File: src/rtl/hf_pkg.sv
package hf_pkg;
    localparam int CH_N  = 16;
    localparam int CH_W  = $clog2(CH_N);
    localparam int SMP_W = 10;
    localparam int TS_W  = 28;

    typedef enum logic [1:0] {
        CH_QUIET = 2'd0,
        CH_ABOVE = 2'd1,
        CH_TRAIL = 2'd2
    } chan_state_t;

    typedef struct packed {
        logic [CH_W-1:0]  ch;
        logic [SMP_W-1:0] value;
        logic [TS_W-1:0]  stamp;
    } rec_t;
endpackage

File: src/rtl/hf_median3.sv
module hf_median3 #(
    parameter int W = 10
) (
    input  logic [W-1:0] a,
    input  logic [W-1:0] b,
    input  logic [W-1:0] c,
    output logic [W-1:0] m
);
    logic [W-1:0] lo_ab;
    logic [W-1:0] hi_ab;
    logic [W-1:0] lo_hc;

    always_comb begin
        lo_ab = (a < b) ? a : b;
        hi_ab = (a < b) ? b : a;
        lo_hc = (hi_ab < c) ? hi_ab : c;
        m     = (lo_ab > lo_hc) ? lo_ab : lo_hc;
    end
endmodule

File: src/rtl/hf_chan_fsm.sv
module hf_chan_fsm
    import hf_pkg::*;
#(
    parameter int PRE    = 2,
    parameter int POST_W = 4,
    localparam int WIN_W = $clog2(PRE + (1 << POST_W) + 1)
) (
    input  logic              clk,
    input  logic              rst_n,
    input  logic              in_valid,
    input  logic [CH_W-1:0]   in_ch,
    input  logic [SMP_W-1:0]  in_sample,
    input  logic [SMP_W-1:0]  thr,
    input  logic [POST_W-1:0] post,
    output logic              fire,
    output logic              keep,
    output logic [SMP_W-1:0]  keep_value
);
    logic [SMP_W-1:0] hist1 [CH_N];
    logic [SMP_W-1:0] hist2 [CH_N];
    chan_state_t      st    [CH_N];
    logic [WIN_W-1:0] age   [CH_N];

    logic [SMP_W-1:0] med;
    logic             is_hit;
    logic [WIN_W-1:0] window;
    chan_state_t      cur_st;
    chan_state_t      nxt_st;
    logic [WIN_W-1:0] cur_age;
    logic [WIN_W-1:0] nxt_age;

    hf_median3 #(.W(SMP_W)) u_med (
        .a (in_sample),
        .b (hist1[in_ch]),
        .c (hist2[in_ch]),
        .m (med)
    );

    // Next state and outputs
    always_comb begin
        is_hit  = (med > thr);
        window  = WIN_W'(PRE) + WIN_W'(post);
        cur_st  = st[in_ch];
        cur_age = age[in_ch];
        nxt_st  = cur_st;
        nxt_age = cur_age;
        unique case (cur_st)
            CH_QUIET: begin
                if (is_hit) begin
                    nxt_st  = CH_ABOVE;
                    nxt_age = '0;
                end
            end
            CH_ABOVE: begin
                if (is_hit) begin
                    nxt_st  = CH_ABOVE;
                    nxt_age = '0;
                end else if (window == '0) begin
                    nxt_st  = CH_QUIET;
                    nxt_age = '0;
                end else begin
                    nxt_st  = CH_TRAIL;
                    nxt_age = WIN_W'(1);
                end
            end
            CH_TRAIL: begin
                if (is_hit) begin
                    nxt_st  = CH_ABOVE;
                    nxt_age = '0;
                end else if (cur_age >= window) begin
                    nxt_st  = CH_QUIET;
                    nxt_age = '0;
                end else begin
                    nxt_st  = CH_TRAIL;
                    nxt_age = cur_age + WIN_W'(1);
                end
            end
            default: begin
                nxt_st  = CH_QUIET;
                nxt_age = '0;
            end
        endcase
        fire = in_valid && is_hit && (cur_st != CH_ABOVE);
        keep = in_valid && (nxt_st != CH_QUIET);
    end

    // State register
    always_ff @(posedge clk) begin
        if (!rst_n) begin
            for (int i = 0; i < CH_N; i++) begin
                hist1[i] <= '0;
                hist2[i] <= '0;
                st[i]    <= CH_QUIET;
                age[i]   <= '0;
            end
        end else if (in_valid) begin
            hist1[in_ch] <= in_sample;
            hist2[in_ch] <= hist1[in_ch];
            st[in_ch]    <= nxt_st;
            age[in_ch]   <= nxt_age;
        end
    end

    generate
        if (PRE > 0) begin : g_pre
            logic [SMP_W-1:0] dly [CH_N][PRE];
            assign keep_value = dly[in_ch][PRE-1];
            always_ff @(posedge clk) begin
                if (!rst_n) begin
                    for (int i = 0; i < CH_N; i++)
                        for (int j = 0; j < PRE; j++)
                            dly[i][j] <= '0;
                end else if (in_valid) begin
                    dly[in_ch][0] <= med;
                    for (int j = 1; j < PRE; j++)
                        dly[in_ch][j] <= dly[in_ch][j-1];
                end
            end
        end else begin : g_nopre
            assign keep_value = med;
        end
    endgenerate
endmodule

File: src/rtl/hf_ring.sv
module hf_ring
    import hf_pkg::*;
#(
    parameter int DEPTH = 64,
    localparam int AW   = $clog2(DEPTH)
) (
    input  logic clk,
    input  logic rst_n,
    input  logic wr_en,
    input  rec_t wr_data,
    input  logic rd_en,
    output rec_t rd_data,
    output logic rd_valid,
    output logic empty,
    output logic full,
    output logic overflow
);
    rec_t        mem [DEPTH];
    logic [AW:0] wp;
    logic [AW:0] rp;

    always_comb begin
        empty = (wp == rp);
        full  = (wp[AW-1:0] == rp[AW-1:0]) && (wp[AW] != rp[AW]);
    end

    always_ff @(posedge clk) begin
        if (wr_en && !full)
            mem[wp[AW-1:0]] <= wr_data;
    end

    always_ff @(posedge clk) begin
        if (!rst_n) begin
            wp       <= '0;
            rp       <= '0;
            rd_valid <= 1'b0;
            rd_data  <= '0;
            overflow <= 1'b0;
        end else begin
            rd_valid <= rd_en && !empty;
            if (wr_en && !full)
                wp <= wp + 1'b1;
            if (wr_en && full)
                overflow <= 1'b1;
            if (rd_en && !empty) begin
                rd_data <= mem[rp[AW-1:0]];
                rp      <= rp + 1'b1;
            end
        end
    end
endmodule

File: src/rtl/hit_finder_ring.sv
module hit_finder_ring
    import hf_pkg::*;
#(
    parameter int PRE    = 2,
    parameter int POST_W = 4,
    parameter int DEPTH  = 64
) (
    input  logic              clk,
    input  logic              rst_n,
    input  logic              in_valid,
    input  logic [9:0]        in_sample,
    input  logic [9:0]        cfg_thresh,
    input  logic [POST_W-1:0] cfg_post,
    input  logic              rd_en,
    output logic              rd_valid,
    output logic [3:0]        rd_ch,
    output logic [9:0]        rd_value,
    output logic [27:0]       rd_stamp,
    output logic              buf_empty,
    output logic              overflow,
    output logic              trig,
    output logic [3:0]        trig_ch
);
    logic [CH_W-1:0]  ch_q;
    logic [TS_W-1:0]  ts_q;
    logic             fire;
    logic             keep;
    logic [SMP_W-1:0] keep_value;
    logic             ring_full;
    rec_t             wr_rec;
    rec_t             rd_rec;

    hf_chan_fsm #(.PRE(PRE), .POST_W(POST_W)) u_fsm (
        .clk        (clk),
        .rst_n      (rst_n),
        .in_valid   (in_valid),
        .in_ch      (ch_q),
        .in_sample  (in_sample),
        .thr        (cfg_thresh),
        .post       (cfg_post),
        .fire       (fire),
        .keep       (keep),
        .keep_value (keep_value)
    );

    always_comb begin
        wr_rec.ch    = ch_q;
        wr_rec.value = keep_value;
        wr_rec.stamp = ts_q - TS_W'(PRE);
    end

    hf_ring #(.DEPTH(DEPTH)) u_ring (
        .clk      (clk),
        .rst_n    (rst_n),
        .wr_en    (keep),
        .wr_data  (wr_rec),
        .rd_en    (rd_en),
        .rd_data  (rd_rec),
        .rd_valid (rd_valid),
        .empty    (buf_empty),
        .full     (ring_full),
        .overflow (overflow)
    );

    always_ff @(posedge clk) begin
        if (!rst_n) begin
            ch_q    <= '0;
            ts_q    <= '0;
            trig    <= 1'b0;
            trig_ch <= '0;
        end else begin
            trig <= fire;
            if (fire)
                trig_ch <= ch_q;
            if (in_valid) begin
                if (ch_q == CH_W'(CH_N - 1)) begin
                    ch_q <= '0;
                    ts_q <= ts_q + 1'b1;
                end else begin
                    ch_q <= ch_q + 1'b1;
                end
            end
        end
    end

    always_comb begin
        rd_ch    = rd_rec.ch;
        rd_value = rd_rec.value;
        rd_stamp = rd_rec.stamp;
    end
endmodule

File: config.mk
export PLATFORM = sky130hd
export DESIGN_NAME = hit_finder_ring
export DESIGN_NICKNAME = d
export VERILOG_FILES = /design/src/rtl/hf_pkg.sv /design/src/rtl/hf_median3.sv /design/src/rtl/hf_chan_fsm.sv /design/src/rtl/hf_ring.sv /design/src/rtl/hit_finder_ring.sv
export SDC_FILE = /design/constraint.sdc
export NUM_CORES = 2
export LEC_CHECK = 0
export ABC_CLOCK_PERIOD_IN_PS = 42700
export BUFFER_PORTS_ARGS = -buffer_cell sky130_fd_sc_hd__buf_2
export CORE_ASPECT_RATIO = 1.5
export CORE_MARGIN = 4
export CORE_UTILIZATION = 49
export DETAILED_ROUTE_END_ITERATION = 7
export PLACE_DENSITY_LB_ADDON = 0.08
export SLEW_MARGIN = 30
export SYNTH_ARGS = -nofsm -noshare
export SYNTH_HDL_FRONTEND = slang
export SYNTH_HIERARCHICAL = 1
export SYNTH_SLANG_ARGS = --single-unit
File: constraint.sdc
create_clock -name clk -period 42.7 [get_ports clk]
set_input_delay 8.54 -clock clk [delete_from_list [all_inputs] [get_ports clk]]
set_output_delay 8.54 -clock clk [all_outputs]
set_load 0.05 [all_outputs]
== Word-level counts from Yosys, hierarchy flattened ==
Memories as Yosys holds them, arrays and structs flattened. A register that Yosys moved wholly into a read port is not among the register bits.
Index checks and enable logic that the tools add are counted.
Word-level totals
  flip-flop bits (word level): 53
  RAM bits: 3440
  input port bits: 28
  memories kept: 6
Cells by class
  $add $sub $neg: 7
  magnitude comparators: 5
  equality and inequality tests: 7
  mux-type cells: 48
  reductions and logical operators: 19
Memories
  u_ring.mem: words 64, width 42, read ports 1, clocked after Yosys merged registers in 1, wr ports 1, line hf_ring.sv:18  | rec_t mem [DEPTH];
  u_fsm.g_pre.dly: words 16, width 20, read ports 1, clocked after Yosys merged registers in 1, wr ports 16, line hf_chan_fsm.sv:106  | logic [SMP_W-1:0] dly [CH_N][PRE];
  u_fsm.hist1: words 16, width 10, read ports 1, clocked after Yosys merged registers in 1, wr ports 16, line hf_chan_fsm.sv:19  | logic [SMP_W-1:0] hist1 [CH_N];
  u_fsm.hist2: words 16, width 10, read ports 1, clocked after Yosys merged registers in 1, wr ports 16, line hf_chan_fsm.sv:20  | logic [SMP_W-1:0] hist2 [CH_N];
  u_fsm.age: words 16, width 5, read ports 1, clocked after Yosys merged registers in 1, wr ports 16, line hf_chan_fsm.sv:22  | logic [WIN_W-1:0] age [CH_N];
  u_fsm.st: words 16, width 2, read ports 1, clocked after Yosys merged registers in 1, wr ports 16, line hf_chan_fsm.sv:21  | chan_state_t st [CH_N];
Operators with widths (number)
  $mux W4: 16
  $mux W10: 6
  $add A28 B1 Y28 const B: 1
  $sub A28 B2 Y28 const B: 1
  $mux W5: 5
  $gt A10 B10 Y1: 2
  $lt A10 B10 Y1: 2
  $mux W20: 1
  $reduce_or A10 Y1: 2
  $reduce_or A20 Y1: 1
  $pmux W5 S3: 1
  $add A7 B1 Y7 const B: 2
  $mux W1: 12
  $mux W2: 6
  $eq A7 B7 Y1: 1
  $logic_and A1 B1 Y1: 7
  $eq A6 B6 Y1: 1
  $pmux W2 S3: 1
  $add A2 B4 Y5 const A: 1
  $add A5 B1 Y5 const B: 1
  $ge A5 B5 Y1: 1
  $logic_not A5 Y1: 1
  $reduce_or A5 Y1: 1
  $add A4 B1 Y4 const B: 1
  other kinds (10): 12

== Logic depth before layout (Yosys ltp) ==
  depth after elaboration: 14
  mapped depth: 51
  mapped depth without buffers: 40

== Hierarchy ==
The synthesis kept the hierarchy.
Modules (own cells, without submodules)
  hf_ring: times used 1, cells an instance 5237, area an instance 105525.0 sq um, sequential area each 81878.5 sq um
  hf_chan_fsm: times used 1, cells an instance 2176, area an instance 33498.4 sq um, sequential area each 22581.7 sq um
  hit_finder_ring: times used 1, cells an instance 276, area an instance 2302.2 sq um, sequential area each 740.7 sq um
  hf_median3: times used 1, cells an instance 165, area an instance 1216.2 sq um, sequential area each 0.0 sq um

== Worst setup path before layout ==
Ideal clock, no wire load.
  path kind: input to register
  start point: input port in_sample[4]
  end point: memory u_ring/mem[41][0] in the netlist's numbering (enable)
  library setup time: 0.442 ns
  arrival time: 17.938 ns
  data required time: 42.258 ns
  slack: 24.321 ns
  stages on the path: 36
  cell sequence: ha_1 -> a21oi_2 -> a211oi_1 -> a2111o_1 -> or2_1 -> buf_2 -> buf_6 -> o21ai_0 -> ha_1 -> a21o_1 -> a21o_1 -> a221oi_1 -> nand3b_1 -> o31ai_4 -> buf_6 -> mux2i_1 -> ha_1 -> a21o_1 -> a21o_1 -> a21oi_1 -> o211ai_1 -> nand2_1 -> clkbuf_1 -> nor2_1 -> a21oi_1 -> ha_1 -> nand2_1 -> nor4_1 -> a221o_1 -> nand2_1 -> o21ai_1 -> a21boi_0 -> o21ai_1 -> or4b_2 -> clkbuf_1 -> nor2_1
Between the ends
  longest elaborated chain between the ends: 14
  elaborated cells between the ends (all ways): 17
  classes of those cells: order compare: 4; mux: 10; reduce/logical: 3
RTL lines
  start: declaration: line hit_finder_ring.sv:11  | input logic [9:0] in_sample,
  $lt A10 B10 Y1: line hf_median3.sv:14, hf_median3.sv:15
  $mux W10: line hf_median3.sv:15  | hi_ab = (a < b) ? b : a;
  $lt A10 B10 Y1: line hf_median3.sv:16  | lo_hc = (hi_ab < c) ? hi_ab : c;
  $mux W10: line hf_median3.sv:16
  $gt A10 B10 Y1: line hf_median3.sv:17  | m = (lo_ab > lo_hc) ? lo_ab : lo_hc;
  $mux W10 (*): line hf_median3.sv:17
  via u_fsm.med[7]: line hf_chan_fsm.sv:24  | logic [SMP_W-1:0] med;
  $gt A10 B10 Y1 (*): line hf_chan_fsm.sv:41  | is_hit = (med > thr);
  $mux W2, on equally long branches: line hf_chan_fsm.sv:67, hf_chan_fsm.sv:49, hf_chan_fsm.sv:55
  $pmux W2 S3 (*): line hf_chan_fsm.sv:47  | unique case (cur_st)
  $reduce_bool A2 Y1 (*): line hf_chan_fsm.sv:84  | keep = in_valid && (nxt_st != CH_QUIET);
  $logic_and A1 B1 Y1 (*): line hf_chan_fsm.sv:84
  via keep: line hit_finder_ring.sv:27  | logic keep;
  $logic_and A1 B1 Y1 (*): line hf_ring.sv:28  | if (wr_en && !full)
  $mux W1 (*): line hf_ring.sv:28
  $mux W1 (not written as such) (*): line hf_ring.sv:29  | mem[wp[AW-1:0]] <= wr_data;
  end: declaration: line hf_ring.sv:18
The timed path passes the listed nets; every way through them passes the cells marked *.

== Final worst setup path ==
  start point: input port in_sample[4]
  end point: memory u_ring/mem[34][5] in the netlist's numbering (enable)
Same word-level chain as after synthesis.

==> results.cfg <==
[routing]
ant_nets = 0
route.detailed.wl_per_inst_um = 34.3
drt_drc_violations_left = 0
first_iter_violations = 7632
dr_total_vias = 75432
wl_um = 413000
route.detailed.vias_per_inst = 6.27
drt_pass1_iterations = 7

[worst_setup_path]
critPathArrivalTime_ps = 20390
critical_path.reg2reg.startpoint = ch_q[1]
timing.critical_path.slowest_stage_cell = sky130_fd_sc_hd__or4b_2
worst-endpoint-required_ps = 43230
worstReg2RegEnd = u_ring/mem[34][5]
timing_worst_setup_path_type = in -> reg
critPathLaunchType = primary input
reg2reg_slack_ps = 26850
largest_fanout_on_the_critical_path = 22
endpoint_kind = flop
critPathMaxStageDelay_ps = 980
r2r_cells = 38

[global_routing]
grt_pass1_vias = 76664
grt.total_usage_pct = 27.5
pin_count_of_the_biggest_net_entering_global_routing = 129
overflow = 0
grt_pass1_wl_um = 584000
grt_antenna_before_repair = 21

[timing]
worst-slew-pin-transition_ps = 1100
holdWs_ps = 528
final_hold_viol_count = 0
worst_setup_slack_after_layout_ps = 22850
unrepaired_setup_endpoints_after_global_routing = no
finalSetupViolCount = 0
period_share_pct = 46.5
setup-tns-final_ps = 0
slew_viol_final = 0
max_freq_mhz = 50.4
clock_skew_ps = 51.5
timing.slew.headroom_pct = 26.3
finalWorstPathRequiredPeriod_ps = 19850

[logic_synthesis]
synth_top_cells_by_area = sky130_fd_sc_hd__edfxtp_1, sky130_fd_sc_hd__mux4_2, sky130_fd_sc_hd__mux2i_1, sky130_fd_sc_hd__nor2_1, sky130_fd_sc_hd__a22oi_1
synthesis.nets = 7933
async_flop_share_pct = 0
synth_largest_area_cell = sky130_fd_sc_hd__edfxtp_1
netlist_instances = 7854
synth_edf_count = 3440
ys_seq_elements = 3535
synthesis.area_um2 = 143000
synth.top_cell.area_share_pct = 72.5
synthesis.area_per_instance_um2 = 18.1
ys_types = 87
synth.yosys.seq_area_share_pct = 73.8
synth_ff_type = sky130_fd_sc_hd__edfxtp_1
yosysWarnings = 6

[placement]
placement.io_buffers = 77
finalWeightedCongestion = 0.860
dp_hpwl_um = 248000
pre_cts_slack_ps = 21900

[pwr]
power.density_nw_per_um2 = 48.9
vdd_drop_max_mv = 0.0366
leakagePower_nw = 49.5

[cts]
cts_tree = built
post-cts-setup-buffer-count = 0
hold_buffers = 0
max-clock-path-buffers = 4
clock_sinks = 3535
h_tree_depth = 5
cts_made_buffers = 336
post_cts.resized_instances = 0
clock-root-buffer = sky130_fd_sc_hd__clkbuf_16
cts.reportedPaths.clkPinSlew_ps = 70
clock_insertion_delay_worst_skew_ps = 910

[die]
die-area_um2 = 300000
fp-row-count = 242
die_w_um = 448
fp.coreArea_um2 = 290000
die_span_in_y_um = 669
io_pins = 78
start_util_pct = 49.2

[final_layout]
final_cell_mix = sky130_fd_sc_hd__edfxtp_1, sky130_fd_sc_hd__mux2i_1, sky130_fd_sc_hd__mux4_2
finalCoreUtilization_pct = 54.8
share_of_layout_cells_above_drive_strength_1_pct = 19.0
area_growth_syn_to_layout_pct = 11.4
most_frequent_standard_cell_in_the_layout_excluding_fill_and_tap_cells = sky130_fd_sc_hd__edfxtp_1
num-nets-final = 8046

[worst_hold_path]
hold-path-endpoint = u_ring/rp[6]
worstHoldStart = u_ring/rp[6]
min_path_cells = 2
hp-class = reg -> reg

[flow_run]
max-cap-violations = 0

[status]
status = finished clean
synth_stat cells (all sizes together) (13+ instances only):
master	number
a21o	20
a2111oi	29
xor2	23
a211o	21
buf	306
a22o	25
mux4	561
or4	16
inv	65
and4	18
mux2i	705
o221ai	30
a21oi	169
a211oi	28
nand4	20
and3	242
dfxtp	95
a22oi	254
a221oi	13
nand3	140
o21ai	98
nor2	527
nand2	261
and4b	19
nor2b	21
xnor2	29
edfxtp	3440
clkbuf	253
nor3	42
and2	90
o22ai	21
mux2	35
a31oi	43
ha	51
critical path, delay by kind of cell:
kind / cells / cell delay [ps]
AO/OA/AOI/OAI: 17 / 4590
adder cells (fa/ha/maj): 4 / 1410
buffers and inverters: 4 / 1160
multiplexers: 2 / 1060
AND/OR/NAND/NOR: 6 / 3540
worst max-delay path by stage:
stage / startpoint / cells after the start / slack [ps] / endpoint
2_1_floorplan: in_sample[4] / 36 / 24320 / u_ring/mem[41][0]
3_3_place_gp: in_sample[4] / 33 / 21740 / u_ring/mem[9][0]
3_5_place_dp: in_sample[4] / 34 / 21900 / u_ring/mem[9][30]
4_1_cts: in_sample[9] / 34 / 22810 / u_ring/mem[9][39]
5_1_grt: in_sample[4] / 33 / 22070 / u_ring/mem[9][22]
6_report: in_sample[4] / 33 / 22850 / u_ring/mem[34][5]
logic make-up after synthesis:
family	count (synthesis)	share of synthesized area, %
flops	3535	73.8
buf+inv	626	2.16
fa+ha+maj	51	0.448
mux	1301	14.1
xor+xnor	52	0.320
compound gates	831	4.07
simple gates	1458	5.05
stage by stage:
step	cells	instance area (um^2)	power [mW]
finish	12028	159000	7.76
global route	12019	159000	8.02
CTS	12008	159000	7.82
detailed placement	11405	148000	4.93
global placement	11404	148000	4.92
floorplan	7854	143000	4.60
flip-flops by register name (all words and copies together), names as in the netlist, 28 cells and up:
name and flops:
u_fsm/age 80, u_ring/mem 2688, u_fsm/st 32, u_fsm/hist1 160, ts_q 28, u_fsm/g_pre.dly 320
u_fsm/hist2 160, u_ring/rd_data 42
cell type report:
cell class              instances  area, um^2
diodes                         14        35.0
clock buffers                 429        9020
clock inverters               174        1460
fillers                     22351      131000
inverters                      67         254
multi-input cells            3693       35500
flip-flops and latches       3535      105000
well taps                    3782        4730
repair buffers                334        2530
layer usage:
| metal | up-vias | track usage, % | share of wire (%) |
|---|---|---|---|
| li1 | 31750 | - | - |
| met1 | 40307 | 33.8 | 37 |
| met5 | - | 0 | 0.013 |
| met2 | 2636 | 49.4 | 53 |
| met3 | 731 | 3.19 | 5.1 |
| met4 | 8 | 11.1 | 4.3 |
power by group:
part	internal, mW	total (mW)	switching, mW
clock	1.63	2.90	1.27
combinational	0.324	0.955	0.631
sequential	3.85	3.90	0.0468
No activity file was read; power rests on OpenSTA's default activity.
